### config.mk
export PLATFORM = sky130hd
export DESIGN_NAME = evt_prio_ctrl
export DESIGN_NICKNAME = d
export VERILOG_FILES = /design/src/rtl/evt_pkg.sv /design/src/rtl/evt_pend.sv /design/src/rtl/evt_svc.sv /design/src/rtl/evt_arb.sv /design/src/rtl/evt_prio_ctrl.sv
export SDC_FILE = /design/constraint.sdc
export NUM_CORES = 1
export LEC_CHECK = 0
export ABC_AREA = 1
export BUFFER_PORTS_ARGS = -buffer_cell sky130_fd_sc_hd__buf_2
export CAP_MARGIN = 20
export CORE_MARGIN = 2
export CORE_UTILIZATION = 50
export CTS_CLUSTER_SIZE = 30
export DETAILED_ROUTE_END_ITERATION = 6
export GPL_ROUTABILITY_DRIVEN = 0
export MAX_ROUTING_LAYER = met4
export PLACE_DENSITY = 0.79
export RECOVER_POWER = 50
export SYNTH_ARGS = -nofsm -noshare
export SYNTH_HDL_FRONTEND = slang
export SYNTH_SLANG_ARGS = --single-unit
### constraint.sdc
create_clock -name clk -period 3.8 [get_ports clk]
set_clock_uncertainty 0.1 [all_clocks]
set_input_delay 0.76 -clock clk [delete_from_list [all_inputs] [get_ports clk]]
set_output_delay 0.76 -clock clk [all_outputs]
set_load 0.01 [all_outputs]
### src/rtl/evt_pkg.sv
package evt_pkg;
    localparam int NUM_LVL   = 16;
    localparam int LVL_W     = $clog2(NUM_LVL);
    localparam int RSVD_LVL  = 4;
    localparam int NMASK_TOP = 3;   // levels 0..NMASK_TOP bypass the mask
    localparam int GEN_BASE  = 7;   // first general-purpose level

    typedef logic [NUM_LVL-1:0] lvl_vec_t;
    typedef logic [LVL_W-1:0]   lvl_idx_t;

    typedef struct packed {
        logic     hit;
        lvl_idx_t idx;
    } pick_t;

    // Lowest-numbered set bit (most urgent level).
    function automatic pick_t pick_first(input lvl_vec_t v);
        pick_t p;
        p.hit = 1'b0;
        p.idx = '0;
        for (int i = NUM_LVL - 1; i >= 0; i--) begin
            if (v[i]) begin
                p.hit = 1'b1;
                p.idx = lvl_idx_t'(i);
            end
        end
        return p;
    endfunction

    function automatic lvl_vec_t onehot(input lvl_idx_t i);
        return lvl_vec_t'(1) << i;
    endfunction
endpackage

### src/rtl/evt_pend.sv
module evt_pend
    import evt_pkg::*;
(
    input  logic     clk,
    input  logic     rst,
    input  lvl_vec_t req_i,
    input  logic     sw_raise_i,
    input  lvl_idx_t sw_lvl_i,
    input  logic     clr_v,
    input  lvl_idx_t clr_lvl,
    output lvl_vec_t pend
);
    lvl_vec_t req_q;
    lvl_vec_t set_vec;
    lvl_vec_t clr_vec;

    always_comb begin
        set_vec = req_i & ~req_q;
        if (sw_raise_i && (sw_lvl_i >= lvl_idx_t'(GEN_BASE)))
            set_vec = set_vec | onehot(sw_lvl_i);
        set_vec[RSVD_LVL] = 1'b0;
        clr_vec = clr_v ? onehot(clr_lvl) : '0;
    end

    always_ff @(posedge clk) begin
        if (rst) begin
            req_q <= '0;
            pend  <= '0;
        end else begin
            req_q <= req_i;
            // a fresh edge on the level being accepted wins over the clear
            pend  <= (pend & ~clr_vec) | set_vec;
        end
    end
endmodule

### src/rtl/evt_svc.sv
module evt_svc
    import evt_pkg::*;
(
    input  logic     clk,
    input  logic     rst,
    input  logic     set_v,
    input  lvl_idx_t set_lvl,
    input  logic     ret_i,
    output lvl_vec_t insvc,
    output pick_t    top
);
    lvl_vec_t rel_vec;
    lvl_vec_t add_vec;

    always_comb begin
        top     = pick_first(insvc);
        rel_vec = (ret_i && top.hit) ? onehot(top.idx) : '0;
        add_vec = set_v ? onehot(set_lvl) : '0;
    end

    always_ff @(posedge clk) begin
        if (rst) insvc <= '0;
        else     insvc <= (insvc & ~rel_vec) | add_vec;
    end
endmodule

### src/rtl/evt_arb.sv
module evt_arb
    import evt_pkg::*;
(
    input  lvl_vec_t pend,
    input  lvl_vec_t mask,
    input  pick_t    svc_top,
    output logic     valid,
    output lvl_idx_t lvl
);
    lvl_vec_t pass_vec;
    lvl_vec_t elig;
    pick_t    win;

    for (genvar g = 0; g < NUM_LVL; g++) begin : g_pass
        if (g == RSVD_LVL) begin : g_rsvd
            assign pass_vec[g] = 1'b0;
        end else if (g <= NMASK_TOP) begin : g_fixed
            assign pass_vec[g] = 1'b1;
        end else begin : g_maskable
            assign pass_vec[g] = mask[g];
        end
    end

    always_comb begin
        elig  = pend & pass_vec;
        win   = pick_first(elig);
        valid = win.hit && (!svc_top.hit || (win.idx < svc_top.idx));
        lvl   = win.idx;
    end
endmodule

### src/rtl/evt_prio_ctrl.sv
module evt_prio_ctrl
    import evt_pkg::*;
(
    input  logic             clk,
    input  logic             rst,
    input  logic [NUM_LVL-1:0] req_i,
    input  logic [NUM_LVL-1:0] mask_i,
    input  logic             sw_raise_i,
    input  logic [LVL_W-1:0] sw_lvl_i,
    input  logic             ack_i,
    input  logic             ret_i,
    output logic             evt_valid_o,
    output logic [LVL_W-1:0] evt_lvl_o,
    output logic [NUM_LVL-1:0] pend_o,
    output logic [NUM_LVL-1:0] insvc_o
);
    logic     take;
    pick_t    svc_top;
    lvl_vec_t pend_w;
    lvl_vec_t insvc_w;
    logic     valid_w;
    lvl_idx_t lvl_w;

    assign take = ack_i && valid_w;

    evt_pend u_pend (
        .clk       (clk),
        .rst       (rst),
        .req_i     (req_i),
        .sw_raise_i(sw_raise_i),
        .sw_lvl_i  (sw_lvl_i),
        .clr_v     (take),
        .clr_lvl   (lvl_w),
        .pend      (pend_w)
    );

    evt_svc u_svc (
        .clk    (clk),
        .rst    (rst),
        .set_v  (take),
        .set_lvl(lvl_w),
        .ret_i  (ret_i),
        .insvc  (insvc_w),
        .top    (svc_top)
    );

    evt_arb u_arb (
        .pend   (pend_w),
        .mask   (mask_i),
        .svc_top(svc_top),
        .valid  (valid_w),
        .lvl    (lvl_w)
    );

    assign evt_valid_o = valid_w;
    assign evt_lvl_o   = lvl_w;
    assign pend_o      = pend_w;
    assign insvc_o     = insvc_w;
endmodule

Word-level counts from Yosys, hierarchy flattened
Index checks and enable logic that the tools add are counted.
{"block": "totals", "register_bits": 48, "latch_bits": 0, "mem_bits_rw": 0, "mem_bits_ro": 0, "in_bits": 41, "mem_count": 0}
{"block": "op_classes", "add_sub_neg": 0, "multipliers": 0, "n_div": 0, "order_cmp": 2, "n_eq_ne": 0, "shift": 3, "muxes": 35, "bitwise": 10, "reduce_logical": 6}
{"cell": "$mux 5", "n": 32}
{"cell": "$and 16x16->16", "n": 4}
{"cell": "$mux 16", "n": 3}
{"cell": "$not 16->16", "n": 3}
{"cell": "$or 16x16->16", "n": 3}
{"cell": "$shl 1x4->16 const A", "n": 3}
{"cell": "$ge 4x3->1 const B", "n": 1}
{"cell": "$logic_and 1x1->1", "n": 4}
{"cell": "$lt 4x4->1", "n": 1}
{"cell": "$logic_not 1->1", "n": 1}
{"cell": "$logic_or 1x1->1", "n": 1}

Longest topological paths before layout
Gate-level depths: netlist of run 1.
{"block": "depth", "word_depth": 25, "mapped_depth": 24, "depth_no_buf": 24}

Modules after synthesis
From an unflattened synthesis of run 1, not the netlist that was laid out.
{"block": "unflattened", "cells_unflattened": 388, "area_unflattened_um2": 2534.9}
{"mod": "evt_pend", "n_inst": 1, "cells_each": 165, "area_per_inst_um2": 1211.2, "seq_area_each_um2": 620.6}
{"mod": "evt_svc", "n_inst": 1, "cells_each": 153, "area_per_inst_um2": 977.2, "seq_area_each_um2": 320.3}
{"mod": "evt_arb", "n_inst": 1, "cells_each": 68, "area_per_inst_um2": 339.1, "seq_area_each_um2": 0.0}
{"mod": "evt_prio_ctrl", "n_inst": 1, "cells_each": 2, "area_per_inst_um2": 7.5, "seq_area_each_um2": 0.0}

Worst setup path before layout of run 1
OpenSTA, ideal clock, no wires.
{"block": "synth_path", "path_type": "in2out", "startpoint": "input port mask_i[10]", "endpoint": "output port evt_valid_o", "arrival_ps": 2431, "required_ps": 2940, "setup_slack_ps": 509, "cell_stages": 10, "n_path_buf": 0, "cell_sequence": "nand2_1 nand2_1 nor2_1 nand2_1 nand2_1 clkinv_1 ha_1 a21oi_1 nand2_2 a21boi_4"}
{"block": "synth_between", "elab_chain_len": 15}
{"element": "start: declaration", "line": "evt_prio_ctrl.sv:7", "rtl": "input logic [NUM_LVL-1:0] mask_i,"}
{"element": "$and 16x16->16", "line": "evt_arb.sv:25", "rtl": "elig = pend & pass_vec;"}
{"element": "$mux 5 (11 in series)", "line": "evt_pkg.sv:22", "rtl": "if (v[i]) begin"}
{"element": "named net evt_lvl_o[3]", "line": "evt_prio_ctrl.sv:13", "rtl": "output logic [LVL_W-1:0] evt_lvl_o,"}
{"element": "$lt 4x4->1", "line": "evt_arb.sv:27", "rtl": "valid = win.hit && (!svc_top.hit || (win.idx < svc_top.idx));"}
{"element": "$logic_or 1x1->1", "line": "evt_arb.sv:27"}
{"element": "$logic_and 1x1->1", "line": "evt_arb.sv:27"}
{"element": "end: declaration", "line": "evt_prio_ctrl.sv:12", "rtl": "output logic evt_valid_o,"}
The timed path passes the listed nets, and every way through them passes these cells.

Worst setup path after layout of run 1
{"block": "layout_path", "startpoint": "input port mask_i[10]", "endpoint": "output port evt_valid_o"}
{"block": "layout_between", "elab_chain_len": 15}
{"element": "$and 16x16->16 *", "line": "evt_arb.sv:25"}
{"element": "$mux 5 * (11 in series)", "line": "evt_pkg.sv:22"}
{"element": "$lt 4x4->1", "line": "evt_arb.sv:27"}
{"element": "$logic_or 1x1->1", "line": "evt_arb.sv:27"}
{"element": "$logic_and 1x1->1 *", "line": "evt_arb.sv:27"}
Every way passes the cells marked *; elsewhere a longest branch is shown, timed or not.

==> impl_metrics.env, run 1 <==
export IMPL_die_h_um=73.2
export IMPL_hp_class="reg2reg"
export IMPL_place_hpwl_um=4690
export IMPL_critPathLaunch="mask_i[10]"
export IMPL_start_util=0.513
export IMPL_grt_usage=0.240
export IMPL_synth_top_cell_area_share=0.393
export IMPL_dp_cells=486
export IMPL_synth_top_cell_by_area="dfxtp_1"
export IMPL_drv_slew=43
export IMPL_cp_required_ps=2940
export IMPL_die_area_um2=5350
export IMPL_power_switching_uw=461
export IMPL_cts_tree="yes"
export IMPL_fin_crit_ps=3510
export IMPL_p_leak_nw=1.44
export IMPL_ys_ff_latch=47
export IMPL_seq_area_frac_synth=0.393
export IMPL_critPathKind="in2out"
export IMPL_grt_max_degree=43
export IMPL_syn_num_nets=411
export IMPL_max_vdd_ir_drop_uv=327
export IMPL_via_per_inst=5.10
export IMPL_grt_pass1_vias=2169
export IMPL_violations="capacitance limit, slew limit"
export IMPL_portBuffers=71
export IMPL_core_um2=4660
export IMPL_final_hold_violation_count=0
export IMPL_crit_path_max_fanout=6
export IMPL_cts_resized_gates=0
export IMPL_grt_pass1_wl_um=9560
export IMPL_power_clock_fraction=0.276
export IMPL_yosys_top_cells_count="nand2_1, inv_1, nor2_1"
export IMPL_fin_ws_ps=286
export IMPL_num_antenna_cells=0
export IMPL_reg2regPathDepth=16
export IMPL_numCtsBuffers=5
export IMPL_clock_path_buffers=2
export IMPL_cts_setup_buffers=0
export IMPL_nNetsFinal=483
export IMPL_max_slew_margin=-0.218
export IMPL_endpoint="evt_valid_o"
export IMPL_insertion_delay_ps=300
export IMPL_dr_pass1_iters=5
export IMPL_cts_root_buffer="clkbuf_8"
export IMPL_rsz0062_at_grt="no"
export IMPL_holdPathStages=2
export IMPL_antenna_found_initial=0
export IMPL_min_period_over_period=0.925
export IMPL_clkSinkCount=47
export IMPL_clkSlewWorstSetupHoldPaths_ps=80
export IMPL_drtAntennaViolNets=0
export IMPL_start_kind="input pin"
export IMPL_final_cells=494
export IMPL_grt_ovfl_total=0
export IMPL_pwr_share_comb=0.307
export IMPL_clock_fmax_ghz=0.285
export IMPL_htreeDepth=2
export IMPL_synth_edf_count=0
export IMPL_vias=2518
export IMPL_syn_to_final_growth_pct=20.3
export IMPL_p_int_uw=861
export IMPL_ys_warn_count=0
export IMPL_synth_cell_type_count=26
export IMPL_utilization=0.617
export IMPL_setup_tns_ps=0
export IMPL_setup_viol=0
export IMPL_io_pins=78
export IMPL_end_kind="output pin"
export IMPL_synth_area_um2=2390
export IMPL_tightestPinTransition_ps=1830
export IMPL_drc=0
export IMPL_maxCapViolations=1
export IMPL_synth_area_top_cells="dfxtp_1, nand2_1, inv_1, nor2_1, a21oi_1"
export IMPL_die_w_um=73.2
export IMPL_cts_hold_buf=0
export IMPL_r2r_setup_slack_ps=1090
export IMPL_synthArstFlopShare=0
export IMPL_worstReg2RegStart="u_svc.insvc[14]"
export IMPL_synth_cells=367
export IMPL_initialDrtViolationCount=140
export IMPL_drt_total_wl_um=6070
export IMPL_hold_ws_ps=324
export IMPL_status="finished, violations left"
export IMPL_yosysMostFrequentCell="nand2_1"
export IMPL_power_density_nw_per_um2=459
export IMPL_arrival_ps=2650
export IMPL_p_sw_frac=0.349
export IMPL_place_ws_ps=356
export IMPL_ys_flop_type="dfxtp_1"
export IMPL_fp_row_count=25
export IMPL_drive_above_1_share=0.150
export IMPL_wl_per_cell_um=12.3
export IMPL_seqPwrFrac=0.417
export IMPL_reg2reg_to="u_pend.pend[7]"
export IMPL_syn_area_per_cell_um2=6.52
[power by group through the flow]
| stage | registers [mW] | clock network (mW) | logic (mW) |
|---|---|---|---|
| floorplan | 0.569 | 0 | 0.269 |
| global placement | 0.561 | 0 | 0.396 |
| detailed placement | 0.562 | 0 | 0.408 |
| CTS | 0.550 | 0.375 | 0.411 |
| global route | 0.556 | 0.395 | 0.452 |
| finish | 0.551 | 0.365 | 0.406 |
[state kept, by name, summed over array words and instances (netlist names)]
name,cells
u_pend.req_q,15
u_svc.insvc,16
u_pend.pend,16
[cells by family (layout without fill, tap and decap cells)]
group,Yosys count,after routing,synth area share
AOI/OAI and AO/OA,61,61,0.144
adders and majority gates,3,3,0.0157
buffers and inverters,70,143,0.110
DFF,47,47,0.393
and+or+nand+nor,186,186,0.337
[worst max-delay path, cell delays in order]
cell,delay (ps)
buf_2,90
nand2_1,90
nand2_1,90
nor2_1,170
o21ai_0,120
a21oi_1,450
ha_1,340
nand2_1,60
inv_1,30
nand2_1,60
nand2_2,70
a21boi_4,150
buf_2,150
[through the flow]
stage                     total power, mW  area [µm²]
after floorplan                     0.839        2390
after global placement              0.957        2800
after detailed placement            0.969        2800
after CTS                            1.34        2910
after global routing                 1.40        2880
final                                1.32        2880
[final cells by class]
type	instances	area, µm²
clock buffer	5	68.8
clock inverter	3	43.8
fill	464	1780
inverter	62	233
multi-input combinational	250	1190
sequential	47	941
tap	54	67.6
timing repair buffer	73	337
[routing by layer]
layer	wire, µm	GRT usage
met1	2710	0.293
met4	85	0.0782
met2	2970	0.397
met3	307	0.0470
met5	0	-
[layout by cell type, fill, tap and decap left out, types with 2 or more instances in the layout]
cell	n
nand4_1	10
o22ai_1	2
clkbuf_1	27
dfxtp_1	47
buf_2	44
ha_1	3
nor4_1	3
o21ai_0	17
buf_4	2
nor2_1	56
o21bai_1	2
nand2_2	4
nand2_1	85
a31oi_1	6
inv_1	60
nand3_2	5
a21oi_1	29
nor3_1	4
clkbuf_8	5
nand3_1	18
[how the worst min path moves through the flow]
stage | startpoint | endpoint | slack, ps
final | u_pend.pend[4] | u_pend.pend[4] | 320
after global routing | u_pend.pend[4] | u_pend.pend[4] | 350
after CTS | u_pend.pend[4] | u_pend.pend[4] | 320
after detailed placement | u_pend.pend[4] | u_pend.pend[4] | 310
after global placement | u_pend.pend[4] | u_pend.pend[4] | 310
after floorplan | u_pend.req_q[5] | u_pend.pend[5] | 330
(Power assumes the default switching activity.)
==> run 2: changes to the inputs <==
--- a/config.mk
+++ b/config.mk
@@ -8,13 +8,12 @@
 export ABC_AREA = 1
 export BUFFER_PORTS_ARGS = -buffer_cell sky130_fd_sc_hd__buf_2
 export CAP_MARGIN = 20
-export CORE_MARGIN = 2
-export CORE_UTILIZATION = 50
+export CORE_UTILIZATION = 54
 export CTS_CLUSTER_SIZE = 30
 export DETAILED_ROUTE_END_ITERATION = 6
 export GPL_ROUTABILITY_DRIVEN = 0
 export MAX_ROUTING_LAYER = met4
-export PLACE_DENSITY = 0.79
+export PLACE_DENSITY = 0.84
 export RECOVER_POWER = 50
 export SYNTH_ARGS = -nofsm -noshare
 export SYNTH_HDL_FRONTEND = slang
==> constraint.sdc (replaced) <==
create_clock -name clk -period 4.1 [get_ports clk]
set_clock_uncertainty 0.1 [all_clocks]
set_input_delay 0.82 -clock clk [delete_from_list [all_inputs] [get_ports clk]]
set_output_delay 0.82 -clock clk [all_outputs]
set_load 0.01 [all_outputs]
==> run 2 against run 1 <==
Effect of this change: the run still ends with capacitance limit, slew limit left; wire length fell by 2.5%; critical path depth decreased by 1; hold slack improved by 1.8 ps; via count up 0.99%; count of clock-buffer cells in the layout stayed put; non-clock buffer count down 1; first-iteration DRC count is 34% higher; critical endpoint unchanged.
==> impl_metrics.env, run 2 (same netlist as run 1, synthesis figures left out) <==
export IMPL_cp_common_cell="nand2_1"
export IMPL_p_leak_nw=1.42
export IMPL_crit_path_max_fanout=9
export IMPL_start_util=0.581
export IMPL_num_antenna_cells=0
export IMPL_start_kind="input pin"
export IMPL_drive_above_1_share=0.148
export IMPL_worstHoldStart="u_pend.pend[4]"
export IMPL_power_total_mw=1.16
export IMPL_dr_pass1_iters=5
export IMPL_hp_class="reg2reg"
export IMPL_grt_ovfl_total=0
export IMPL_worstReg2RegStart="u_svc.insvc[3]"
export IMPL_status="finished, violations left"
export IMPL_reg_largest_list="u_pend.pend (16), u_svc.insvc (16), u_pend.req_q (15)"
export IMPL_end_kind="output pin"
export IMPL_cpPeakStageDelay_ps=340
export IMPL_mostFrequentLayoutCells="nand2_1, inv_1, nor2_1"
export IMPL_nNetsFinal=482
export IMPL_core_um2=4120
export IMPL_place_hpwl_um=4630
export IMPL_cp_buffers_inverters=3
export IMPL_antenna_found_initial=0
export IMPL_htreeDepth=2
export IMPL_drtAntennaViolNets=0
export IMPL_grt_pass1_vias=2102
export IMPL_final_fill_count=382
export IMPL_vias=2543
export IMPL_die_h_um=68.6
export IMPL_maxCapViolations=1
export IMPL_setup_tns_ps=0
export IMPL_initialDrtViolationCount=187
export IMPL_setup_viol=0
export IMPL_power_density_nw_per_um2=409
export IMPL_max_slew_margin=-0.179
export IMPL_r2r_setup_slack_ps=1420
export IMPL_final_common_cell="nand2_1"
export IMPL_cts_hold_buf=0
export IMPL_die_area_um2=4700
export IMPL_io_pins=78
export IMPL_drv_slew=43
export IMPL_fin_crit_ps=3710
export IMPL_tightestPinTransition_ps=1770
export IMPL_via_per_inst=5.20
export IMPL_worst_path_max_delay_cell="ha_1"
export IMPL_crit_family="simple AND/OR/NAND/NOR gates"
export IMPL_violations="capacitance limit, slew limit"
export IMPL_syn_to_final_growth_pct=18.8
export IMPL_portBuffers=71
export IMPL_rsz0062_at_grt="no"
export IMPL_critPathKind="in2out"
export IMPL_fp_row_count=23
export IMPL_critPathLaunch="mask_i[10]"
export IMPL_cts_setup_buffers=0
export IMPL_arrival_ps=2790
export IMPL_numCtsBuffers=5
export IMPL_clkSinkCount=47
export IMPL_grt_max_degree=43
export IMPL_holdPathStages=2
export IMPL_cts_tree="yes"
export IMPL_max_vdd_ir_drop_uv=239
export IMPL_clock_path_buffers=2
export IMPL_drt_total_wl_um=5920
export IMPL_clock_fmax_ghz=0.270
export IMPL_path_cells="buf_2, nand2_1, nand2_1, nor2_1, nand2_1, nand2_1, clkinv_1, ha_1, a21oi_1, nand2_2, a21boi_4, buf_2"
export IMPL_reg2regPathDepth=13
export IMPL_die_w_um=68.6
export IMPL_insertion_delay_ps=310
export IMPL_reg2reg_to="u_pend.pend[7]"
export IMPL_grt_usage=0.269
export IMPL_drc=0
export IMPL_clkSlewWorstSetupHoldPaths_ps=90
export IMPL_final_hold_violation_count=0
export IMPL_multiInputGateArea_um2=1190
export IMPL_seqCellArea_um2=941
export IMPL_wl_per_cell_um=12.1
export IMPL_worst_path_stages=12
export IMPL_cp_required_ps=3180
export IMPL_min_period_over_period=0.905
export IMPL_hold_path_end="u_pend.pend[4]"
export IMPL_utilization=0.690
export IMPL_cts_root_buffer="clkbuf_8"
export IMPL_cts_resized_gates=0
export IMPL_grt_pass1_wl_um=9010
run 2: how the worst max path moves through the flow:
stage | endpoint | slack, ps
floorplan | evt_valid_o | 690
global placement | evt_valid_o | 480
detailed placement | evt_valid_o | 440
CTS | evt_valid_o | 410
global route | evt_valid_o | 200
finish | evt_valid_o | 390
run 2: worst min-delay path, cell delays in order, from the launching register on:
cell     delay [ps]
dfxtp_1         320
inv_1            50
nor2_1           30
run 2: area by class of cell:
cell class                      count  area share
Multi-Input combinational cell    250       0.418
Sequential cell                    47       0.331
Timing Repair Buffer               72       0.116
Inverter                           62      0.0819
Clock buffer                        5      0.0242
Tap cell                           50      0.0220
Clock inverter                      3     0.00705
run 2: stage by stage:
stage          worst slack, ps  hold WS, ps  std cells  area (µm²)
5_1_grt                    198          364        489        2840
6_report                   390          326        489        2840
3_5_place_dp               438          312        481        2790
4_1_cts                    413          327        489        2880
2_1_floorplan              689          329        367        2390
3_3_place_gp               482          308        481        2790
run 2: report_power, final:
part / total (mW) / switching [mW] / internal (mW)
combinational: 0.366 / 0.244 / 0.122
sequential: 0.510 / 0.0233 / 0.487
clock: 0.286 / 0.168 / 0.119
run 2: layer usage:
layer  part of all wire  up-vias  routed length [µm]  track usage
li1                   -     1320                   -            -
met1               0.44     1133                2630        0.316
met2               0.49       78                2880        0.457
met3              0.050       12                 293       0.0559
met4              0.019        0                 112       0.0885
met5                  0        -                   0            -
==> run 3: changes to the inputs <==
--- a/config.mk
+++ b/config.mk
@@ -8,13 +8,16 @@
 export ABC_AREA = 1
 export BUFFER_PORTS_ARGS = -buffer_cell sky130_fd_sc_hd__buf_2
 export CAP_MARGIN = 20
-export CORE_UTILIZATION = 54
+export CELL_PAD_IN_SITES_DETAIL_PLACEMENT = 1
+export CELL_PAD_IN_SITES_GLOBAL_PLACEMENT = 1
+export CORE_UTILIZATION = 37
 export CTS_CLUSTER_SIZE = 30
 export DETAILED_ROUTE_END_ITERATION = 6
 export GPL_ROUTABILITY_DRIVEN = 0
 export MAX_ROUTING_LAYER = met4
-export PLACE_DENSITY = 0.84
+export PLACE_DENSITY_LB_ADDON = 0.2
 export RECOVER_POWER = 50
+export SLEW_MARGIN = 20
 export SYNTH_ARGS = -nofsm -noshare
 export SYNTH_HDL_FRONTEND = slang
 export SYNTH_SLANG_ARGS = --single-unit
==> run 3 against run 2 <==
Effect of this change: the run still ends with capacitance limit, slew limit left; register-to-register slack got worse by 80 ps; sequential share of layout area fell by 0.45 points; hold slack improved by 1.2 ps; global-route usage fell by 4.1 points; setup slack improved by 120 ps; utilization fell by 22 points; critical path type unchanged; final cell count rose by 5.3%; combinational power rose by 4%; critical path depth rose by 1; sequential power barely moved; largest cell class unchanged; first-iteration DRC count fell by 56%; non-clock buffer count rose by 1.
==> impl_metrics.env, run 3 (same netlist as run 1, synthesis figures left out) <==
export IMPL_cp_required_ps=3180
export IMPL_dr_pass1_iters=4
export IMPL_setup_viol=0
export IMPL_die_w_um=82.4
export IMPL_end_kind="output pin"
export IMPL_via_per_inst=5.03
export IMPL_numCtsBuffers=5
export IMPL_reg_largest_list="u_pend.pend (16), u_svc.insvc (16), u_pend.req_q (15)"
export IMPL_drive_above_1_share=0.150
export IMPL_start_util=0.395
export IMPL_endpoint="evt_valid_o"
export IMPL_cts_root_buffer="clkbuf_8"
export IMPL_path_cells="buf_2, nand2_1, nand2_1, nor2_1, o21ai_0, a21oi_1, ha_1, nand2_1, inv_1, nand2_1, nand2_2, a21boi_4, buf_2"
export IMPL_r2r_setup_slack_ps=1340
export IMPL_grt_pass1_vias=2467
export IMPL_die_h_um=82.4
export IMPL_die_area_um2=6790
export IMPL_worst_path_stages=13
export IMPL_initialDrtViolationCount=83
export IMPL_reg2regPathDepth=16
export IMPL_setup_tns_ps=0
export IMPL_cpPeakStageDelay_ps=410
export IMPL_drtAntennaViolNets=0
export IMPL_grt_pass1_wl_um=11300
export IMPL_critPathLaunch="mask_i[10]"
export IMPL_cts_setup_buffers=0
export IMPL_clkSlewWorstSetupHoldPaths_ps=90
export IMPL_final_hold_violation_count=0
export IMPL_fin_crit_ps=3590
export IMPL_crit_family="compound AO/OA/AOI/OAI gates"
export IMPL_final_common_cell="nand2_1"
export IMPL_grt_max_degree=43
export IMPL_reg2reg_to="u_pend.pend[12]"
export IMPL_vias=2589
export IMPL_maxCapViolations=1
export IMPL_syn_to_final_growth_pct=20.4
export IMPL_cts_hold_buf=0
export IMPL_clock_fmax_ghz=0.278
export IMPL_power_density_nw_per_um2=411
export IMPL_drc=0
export IMPL_rsz0062_at_grt="no"
export IMPL_drv_slew=43
export IMPL_grt_ovfl_total=0
export IMPL_worst_path_max_delay_cell="a21oi_1"
export IMPL_nNetsFinal=483
export IMPL_min_period_over_period=0.876
export IMPL_cts_resized_gates=0
export IMPL_insertion_delay_ps=310
export IMPL_drt_total_wl_um=7010
export IMPL_p_leak_nw=1.42
export IMPL_max_vdd_ir_drop_uv=151
export IMPL_crit_path_max_fanout=6
export IMPL_arrival_ps=2670
export IMPL_worstReg2RegStart="u_svc.insvc[15]"
export IMPL_core_um2=6060
export IMPL_clkSinkCount=47
export IMPL_num_antenna_cells=0
export IMPL_grt_usage=0.228
export IMPL_tightestPinTransition_ps=1830
export IMPL_mostFrequentLayoutCells="nand2_1, inv_1, nor2_1"
export IMPL_status="finished, violations left"
export IMPL_place_hpwl_um=5630
export IMPL_cp_buffers_inverters=3
export IMPL_violations="capacitance limit, slew limit"
export IMPL_portBuffers=71
export IMPL_seqCellArea_um2=941
export IMPL_io_pins=78
export IMPL_clock_path_buffers=2
export IMPL_wl_per_cell_um=13.6
export IMPL_cts_tree="yes"
export IMPL_hold_ws_ps=327
export IMPL_antenna_found_initial=0
export IMPL_final_fill_count=883
export IMPL_critPathKind="in2out"
export IMPL_start_kind="input pin"
export IMPL_multiInputGateArea_um2=1190
export IMPL_fp_row_count=28
export IMPL_htreeDepth=2
export IMPL_hp_class="reg2reg"
export IMPL_max_slew_margin=-0.221
export IMPL_cp_common_cell="nand2_1"
run 3: changes by cell type in the layout (fill, tap and decap cells not counted):
cell	delta
buf_4	+1
run 3: worst reg2reg max path: stages (launching register included):
cell	delay [ps]
dfxtp_1	410
nor2_1	80
inv_1	80
a311oi_1	90
o311ai_0	310
nand2_1	100
nand3_1	90
nand3_1	170
ha_1	350
nand2_1	70
nand2_1	50
nand2_1	60
nand2_2	80
nand2_2	160
nand4_1	210
nand2_1	120
a21oi_1	60
run 3: layout make-up:
class	count	share of cell area
Clock buffer	5	0.0239
Clock inverter	3	0.00695
Inverter	62	0.0808
Multi-Input combinational cell	250	0.412
Sequential cell	47	0.327
Tap cell	75	0.0326
Timing Repair Buffer	73	0.117
run 3: per-stage QoR:
step                instance area [µm²]  std cells  setup WS (ps)  power, mW  utilization
global placement                   2830        507            545      0.897        0.466
finish                             2880        515            507       1.18        0.475
detailed placement                 2830        507            509      0.910        0.466
CTS                                2910        515            481       1.20        0.481
global route                       2880        515            252       1.26        0.475
floorplan                          2390        367            689      0.777            -
run 3: power by group:
group          switching, mW  total (mW)  internal [mW]
Clock                  0.170       0.289          0.119
Sequential            0.0242       0.511          0.487
Combinational          0.254       0.382          0.129
Total                  0.448        1.18          0.735
run 3: layer usage:
| layer | vias up | share of wire | GRT usage | routed length, µm |
|---|---|---|---|---|
| met4 | 0 | 0.016 | 0.0737 | 112 |
| li1 | 1325 | - | - | - |
| met5 | - | 0 | - | 0 |
| met1 | 1199 | 0.45 | 0.274 | 3180 |
| met2 | 55 | 0.50 | 0.393 | 3470 |
| met3 | 10 | 0.036 | 0.0297 | 250 |
run 3: worst min-delay path by stage:
stage                     endpoint       startpoint  depth (start not counted)
finish              u_pend.pend[4]   u_pend.pend[4]                          2
global placement    u_pend.pend[4]   u_pend.pend[4]                          2
detailed placement  u_pend.pend[4]   u_pend.pend[4]                          2
global route        u_pend.pend[4]   u_pend.pend[4]                          2
CTS                 u_pend.pend[4]   u_pend.pend[4]                          2
floorplan           u_pend.pend[5]  u_pend.req_q[5]                          3
